**config.mk**
```make
export PLATFORM = sky130hd
export DESIGN_NAME = ata_ctl_regs
export DESIGN_NICKNAME = d
export VERILOG_FILES = /design/src/rtl/ata_ctl_pkg.sv /design/src/rtl/ata_ctl_decode.sv /design/src/rtl/ata_ctl_devctl.sv /design/src/rtl/ata_ctl_status.sv /design/src/rtl/ata_ctl_irqgate.sv /design/src/rtl/ata_ctl_regs.sv
export SDC_FILE = /design/constraint.sdc
export NUM_CORES = 1
export LEC_CHECK = 0
export BUFFER_PORTS_ARGS = -buffer_cell sky130_fd_sc_hd__buf_4
export CAP_MARGIN = 20
export CORE_AREA = 2 2 39 41
export CTS_BUF_LIST = sky130_fd_sc_hd__clkbuf_16
export CTS_CLUSTER_DIAMETER = 60
export DETAILED_ROUTE_END_ITERATION = 16
export DIE_AREA = 0 0 41 43
export PLACE_DENSITY = 0.67
export SKIP_CTS_REPAIR_TIMING = 1
export SLEW_MARGIN = 0
export SYNTH_ARGS = -nofsm -noshare
export SYNTH_HDL_FRONTEND = slang
export SYNTH_SLANG_ARGS = --single-unit
```
**constraint.sdc**
```tcl
create_clock -name clk -period 1.1 [get_ports clk]
set_input_delay 0.165 -clock clk [delete_from_list [all_inputs] [get_ports clk]]
set_output_delay 0.165 -clock clk [all_outputs]
set_load 0.01 [all_outputs]
```
**src/rtl/ata_ctl_pkg.sv**
```systemverilog
// Package: bit positions and the status byte layout shared by the
// alternate control register logic. Assumes an 8-bit host data path.
package ata_ctl_pkg;

    localparam int DATA_W     = 8;
    localparam int HEAD_W     = 4;
    localparam int SRST_POS   = 2;
    localparam int NIEN_POS   = 1;

    // Status byte read at the drive address location, MSB first.
    typedef struct packed {
        logic              released;
        logic              wgate_n;
        logic [HEAD_W-1:0] head_n;
        logic              ds1_n;
        logic              ds0_n;
    } drv_status_t;

endpackage

```
**src/rtl/ata_ctl_decode.sv**
```systemverilog
// Module: host access decoder. Turns the host address, chip select and
// strobes into a control-register write hit and a status read hit.
// Assumes strobes and chip select are synchronous to clk, all active low.
module ata_ctl_decode #(
    parameter int               ADDR_W      = 10,
    parameter logic [ADDR_W-1:0] DEVCTL_ADDR = 10'h3F6,
    parameter logic [ADDR_W-1:0] STATUS_ADDR = 10'h3F7
) (
    input  logic [ADDR_W-1:0] host_addr,
    input  logic              host_cs_n,
    input  logic              host_rd_n,
    input  logic              host_wr_n,
    output logic              ctl_wr_hit,
    output logic              sts_rd_hit
);

    // Qualify each strobe with the chip select and its own address.
    always_comb begin
        ctl_wr_hit = !host_cs_n && !host_wr_n && (host_addr == DEVCTL_ADDR);
        sts_rd_hit = !host_cs_n && !host_rd_n && (host_addr == STATUS_ADDR);
    end

endmodule

```
**src/rtl/ata_ctl_devctl.sv**
```systemverilog
// Module: device control latch. Holds the software reset request and the
// active-low interrupt enable. A reset request also forces interrupts off.
// Assumes synchronous active-low hardware reset.
module ata_ctl_devctl (
    input  logic clk,
    input  logic rst_n,
    input  logic wr_hit,
    input  logic wr_srst,
    input  logic wr_nien,
    output logic srst_q,
    output logic nien_q
);

    // Latch both control bits on a qualified host write.
    always_ff @(posedge clk) begin
        if (!rst_n) begin
            srst_q <= 1'b0;
            nien_q <= 1'b1;
        end else if (wr_hit) begin
            srst_q <= wr_srst;
            nien_q <= wr_nien | wr_srst;
        end
    end

endmodule

```
**src/rtl/ata_ctl_status.sv**
```systemverilog
// Module: status byte composer. Builds the drive address byte from live
// state and produces the per-bit output enable for the host data bus.
// Assumes the read hit is already qualified; the top bit is never driven.
module ata_ctl_status
    import ata_ctl_pkg::*;
(
    input  logic              rd_hit,
    input  logic [HEAD_W-1:0] head_sel,
    input  logic              drive_sel,
    input  logic              in_reset,
    input  logic              wr_busy,
    output logic [DATA_W-1:0] rdata,
    output logic [DATA_W-1:0] rd_oe
);

    drv_status_t word;
    logic        active;

    // Compose the inverted fields of the status byte.
    always_comb begin
        active        = !in_reset;
        word.released = 1'b0;
        word.wgate_n  = !wr_busy;
        word.head_n   = ~head_sel;
        word.ds1_n    = !(drive_sel && active);
        word.ds0_n    = !(!drive_sel && active);
    end

    // Gate data and enables with the read hit; the top line stays released.
    generate
        for (genvar b = 0; b < DATA_W; b++) begin : g_bit
            if (b == DATA_W - 1) begin : g_hiz
                assign rdata[b] = 1'b0;
                assign rd_oe[b] = 1'b0;
            end else begin : g_drv
                assign rdata[b] = rd_hit & word[b];
                assign rd_oe[b] = rd_hit;
            end
        end
    endgenerate

endmodule

```
**src/rtl/ata_ctl_irqgate.sv**
```systemverilog
// Module: interrupt output gate. Drives the host interrupt only when the
// latched enable is active and this device is the selected drive.
module ata_ctl_irqgate (
    input  logic nien_q,
    input  logic drive_sel,
    input  logic dev_is_slave,
    input  logic core_irq,
    output logic irq_out,
    output logic irq_oe
);

    // Enable follows selection match and the active-low enable bit.
    always_comb begin
        irq_oe  = !nien_q && (drive_sel == dev_is_slave);
        irq_out = irq_oe & core_irq;
    end

endmodule

```
**src/rtl/ata_ctl_regs.sv**
```systemverilog
// Module: top of the alternate control register logic. Decodes host
// accesses, holds the control bits, composes the status byte and gates
// the interrupt. Assumes one clock domain and synchronous active-low reset.
module ata_ctl_regs
    import ata_ctl_pkg::*;
#(
    parameter int               ADDR_W      = 10,
    parameter logic [ADDR_W-1:0] DEVCTL_ADDR = 10'h3F6,
    parameter logic [ADDR_W-1:0] STATUS_ADDR = 10'h3F7
) (
    input  logic              clk,
    input  logic              rst_n,
    input  logic [ADDR_W-1:0] host_addr,
    input  logic              host_cs_n,
    input  logic              host_rd_n,
    input  logic              host_wr_n,
    input  logic [7:0]        host_wdata,
    output logic [7:0]        host_rdata,
    output logic [7:0]        host_rd_oe,
    input  logic [3:0]        head_sel,
    input  logic              drive_sel,
    input  logic              dev_is_slave,
    input  logic              wr_busy,
    input  logic              core_irq,
    output logic              srst_out,
    output logic              irq_out,
    output logic              irq_oe
);

    logic ctl_wr_hit;
    logic sts_rd_hit;
    logic srst_q;
    logic nien_q;
    logic unused_wdata;

    // Collect the write bits that carry no meaning.
    assign unused_wdata = ^{host_wdata[7:SRST_POS+1], host_wdata[0]};

    ata_ctl_decode #(
        .ADDR_W      (ADDR_W),
        .DEVCTL_ADDR (DEVCTL_ADDR),
        .STATUS_ADDR (STATUS_ADDR)
    ) u_decode (
        .host_addr  (host_addr),
        .host_cs_n  (host_cs_n),
        .host_rd_n  (host_rd_n),
        .host_wr_n  (host_wr_n),
        .ctl_wr_hit (ctl_wr_hit),
        .sts_rd_hit (sts_rd_hit)
    );

    ata_ctl_devctl u_devctl (
        .clk     (clk),
        .rst_n   (rst_n),
        .wr_hit  (ctl_wr_hit),
        .wr_srst (host_wdata[SRST_POS]),
        .wr_nien (host_wdata[NIEN_POS]),
        .srst_q  (srst_q),
        .nien_q  (nien_q)
    );

    ata_ctl_status u_status (
        .rd_hit    (sts_rd_hit),
        .head_sel  (head_sel),
        .drive_sel (drive_sel),
        .in_reset  (srst_q),
        .wr_busy   (wr_busy),
        .rdata     (host_rdata),
        .rd_oe     (host_rd_oe)
    );

    ata_ctl_irqgate u_irqgate (
        .nien_q       (nien_q),
        .drive_sel    (drive_sel),
        .dev_is_slave (dev_is_slave),
        .core_irq     (core_irq),
        .irq_out      (irq_out),
        .irq_oe       (irq_oe)
    );

    // Reset toward the core is the latched request, for either drive.
    assign srst_out = srst_q;

endmodule

```
# == Yosys cells after proc, flatten, opt, wreduce, memory -nomap -nowiden ==
# Cells that the tools add are included.
# W data, S select, Z words.
# classes
n_reduce_logical,16
n_eq_ne,3
bitwise,10
# op_table
operator,n
$eq A10 B10 Y1 const B,2
$logic_not A1 Y1,9
$and A1 B1 Y1,8
$logic_and A1 B1 Y1,7
$not A4 Y4,1
$eq A1 B1 Y1,1
$or A1 B1 Y1,1
# totals
out_inout_bits,19
ff_bits,2
input_bits,31
wordCells,31

# == Depth between registers and ports, before layout ==
# logic_depth
depth_word,4
depth_mapped,4
depth_no_buf,3

# == Modules after synthesis ==
# Synthesis repeated with hierarchy kept, for this count alone.
# unflattened
hier_cells,34
hier_area_um2,275.3
# by_module_without_submodules
mod,seq_area_each_um2,area_each_um2,n_inst,cells_each
ata_ctl_status,0.0,121.4,1,18
ata_ctl_devctl,40.0,77.6,1,7
ata_ctl_decode,0.0,51.3,1,6
ata_ctl_irqgate,0.0,25.0,1,3

# == Least setup slack after synthesis ==
# No wires, ideal clock.
# synth_path
path_type,input to output
start,input host_rd_n
end,output host_rd_oe[0]
required_time_ns,0.935
n_path_buf,1
cell_stages,4
slack_ns,0.073
arrival_time_ns,0.862
path_cell_list,and4bb_2 > nand3_4 > inv_1 > buf_4
# synth_via
elab_chain_cells,3
# synth_lines
item,line_no,source
"start, declared",ata_ctl_regs.sv:15,"input logic host_rd_n,"
$logic_not A1 Y1,ata_ctl_decode.sv:20,sts_rd_hit = !host_cs_n && !host_rd_n && (host_addr == STATUS_ADDR);
$logic_and A1 B1 Y1 (2 in a row),ata_ctl_decode.sv:20,
"end, declared",ata_ctl_regs.sv:19,"output logic [7:0] host_rd_oe,"
# Every way passes these cells.

# == Worst setup path after layout ==
# layout_path
start,input host_cs_n
end,output host_rdata[1]
# layout_via
elab_chain_cells,4
# layout_lines
item,line_no,source
"start, declared",ata_ctl_regs.sv:14,"input logic host_cs_n,"
$logic_not A1 Y1,ata_ctl_decode.sv:20,
$logic_and A1 B1 Y1 (2 in a row),ata_ctl_decode.sv:20,
$and A1 B1 Y1,ata_ctl_status.sv:36,assign rdata[b] = rd_hit & word[b];
"end, declared",ata_ctl_regs.sv:18,"output logic [7:0] host_rdata,"
# Every way passes these cells.

==> metrics <==
number of placed cells counting well taps=slightly below 90; Met2 Wirelength=421 um; IO Pins=50; hold path start=host_wdata[1]; ANT nets after route=0; Yosys cell types=18; total power divided by cell area=about 1100 mW/mm^2; Critical Path Sink Type=primary output; final critical delay including setup and external delays=approximately 1.1 ns; first-pass GRT wire length=approximately 1100 um; height of the die=roughly 43 um; initial antenna violation count=0; total number of vias=370; clock latency on the worst-skew pair=0.22 ns; maximum fanout count along the critical path=8; clock transition at the registers of the reported paths=about 0.030 ns; Worst setup SP type=input port; M1 WL=between 200 and 250 um; outcome=finished, violations left; clock root cell=sky130_fd_sc_hd__clkbuf_16; Leak Pwr=between 0.0003 and 0.0004 uW; Setup TNS=-0.0609 ns; highest layer used for signal routing=met3; area inside the core boundary=0.00138 mm^2; flops & latches, synth=2; worst ir drop on vdd=789 uV; synthesized instance count=37; via-per-instance ratio=~4.1; Iteration-0 DRC Markers=1; gr ovfl total=0; count of port buffers added during placement=a little over 40; routed wirelength normalized by instance count=8.97 um; DRT Wirelength=807 um; floorplan die area=roughly 0.0018 mm^2; failing checks=setup timing; Reg-to-Reg Start=u_devctl.srst_q; CTS H-Tree Depth=1; GRT Util Overall=0.0951; TritonCTS Buffers=3; count of non-filler cells in the finished layout=90; layout net count=about 110; proportion of layout cells with a drive suffix above 1=0.716; Area Growth Syn to Fin=132%; required time worst endpoint=about 0.94 ns; core utilization of the finished layout=0.481; hpwl dp=approximately 710 um; number of DRC violations after detailed routing=0; Period Utilization, post-route=1.03; CTS tree=done; starting density of the core=0.207; critical path startpoint=host_cs_n; critical path start-end classification=input port to primary output; Design Power=around 700 uW; pin count of the biggest net entering global routing=9; post-synthesis sequential area ratio=0.140; vias in the first global route=between 300 and 400; worst path arrival time=0.96 ns; HP Class=input port to register; number of diodes added for antenna fixing=0; final count of negative-setup-slack endpoints=5; setup repair after global routing missed its margin=yes; cell area after synthesis=287 um^2; number of slew-limit violations in the final report=0; routability-driven placement congestion ratio=0.573; number of sinks handled by clock tree synthesis=2; max_cap viols=0; number of iterations in the first detailed-routing pass=2; clock tree skew after final layout=0 ns; number of placement rows=14; mean instance size in the synthesized netlist=~7.7 um^2; worst setup margin=-0.0284 ns; final hold violation count=0; Max Clock Freq=between 800 and 900 MHz; largest buffer count on any clock path=2; warnings from Yosys=0; met3 WL post-DR=~150 um; Fill cells=140; Die Wd=roughly 40 um
-- routing by layer --
layer	track usage	vias up
met5	0	-
met4	0.0600	0
met3	0.0366	0
met2	0.169	31
met1	0.0796	152
li1	-	187
-- synthesized netlist by cell type --
cell type	number	share of area
sky130_fd_sc_hd__xor2_1	1	0.031
sky130_fd_sc_hd__and3_4	1	0.039
sky130_fd_sc_hd__nand3_4	1	0.061
sky130_fd_sc_hd__a21oi_1	1	0.017
sky130_fd_sc_hd__and4b_2	1	0.039
sky130_fd_sc_hd__inv_1	2	0.026
sky130_fd_sc_hd__nor4b_2	1	0.052
sky130_fd_sc_hd__nor2b_1	1	0.022
sky130_fd_sc_hd__and2_1	1	0.022
sky130_fd_sc_hd__mux2i_1	2	0.070
sky130_fd_sc_hd__and4bb_2	1	0.044
sky130_fd_sc_hd__buf_4	9	0.24
sky130_fd_sc_hd__dfxtp_1	2	0.14
sky130_fd_sc_hd__and4_1	1	0.031
sky130_fd_sc_hd__conb_1	1	0.013
sky130_fd_sc_hd__nand2_1	2	0.026
sky130_fd_sc_hd__nor3b_1	1	0.026
sky130_fd_sc_hd__nor2_1	8	0.10
-- sequential cells by signal (all words and copies together), names as in the netlist --
register / flops
u_devctl.nien_q: 1
u_devctl.srst_q: 1
-- worst max-delay path, stage by stage --
cell and delay, ns:
sky130_fd_sc_hd__buf_6 0.09, sky130_fd_sc_hd__and4bb_2 0.30, sky130_fd_sc_hd__nand3_4 0.13, sky130_fd_sc_hd__a21oi_1 0.14
sky130_fd_sc_hd__buf_4 0.13
-- placed cells by master (no fill, tap or decap), drive strengths merged --
| cell type | count |
|---|---|
| nand3 | 1 |
| and4 | 1 |
| and4bb | 1 |
| conb | 2 |
| nor2b | 1 |
| mux2i | 2 |
| inv | 2 |
| buf | 42 |
| and3 | 1 |
| clkbuf | 3 |
| dfxtp | 2 |
| a21oi | 1 |
| and2 | 1 |
| nor4b | 1 |
| and4b | 1 |
| nor3b | 1 |
| xor2 | 1 |
| nand2 | 2 |
| nor2 | 8 |
-- kinds of logic after synthesis --
kind of cell    synth area share
flops                      0.140
mux                       0.0699
other cells               0.0131
simple gates               0.467
buf+inv                    0.262
xor+xnor                  0.0306
compound gates            0.0175
-- power breakdown --
part | internal [uW] | switching (uW)
Sequential | 73.1 | 0.0105
Combinational | 67.7 | 24.1
Clock | 462 | 75.3
Total | 603 | 99.5
-- worst paths after layout --
check / slack (ns) / depth (start not counted) / endpoint
worst min register to register: 0.50 / 2 / u_devctl.srst_q
worst max-delay path: -0.03 / 5 / host_rdata[1]
worst max register to register: 0.48 / 2 / u_devctl.srst_q
worst min-delay path: 0.22 / 3 / u_devctl.nien_q
-- final cells by class --
type / instances / area (um^2) / area share
Clock buffer: 3 / 75.1 / 0.113
Sequential cell: 2 / 41.3 / 0.0620
Timing Repair Buffer: 42 / 342 / 0.513
Tap cell: 16 / 20.0 / 0.0301
Inverter: 2 / 10.0 / 0.0150
Multi-Input combinational cell: 25 / 178 / 0.267
-- through the flow --
| stage | hold WS, ns | instance area (um^2) | setup slack, ns |
|---|---|---|---|
| 5_1_grt | 0.242 | 666 | -0.0593 |
| 2_1_floorplan | 0.307 | 290 | 0.0731 |
| 3_3_place_gp | 0.441 | 558 | -0.0921 |
| 6_report | 0.220 | 666 | -0.0284 |
| 3_5_place_dp | 0.445 | 558 | -0.107 |
| 4_1_cts | 0.221 | 633 | -0.109 |
(Power assumes the default switching activity.)
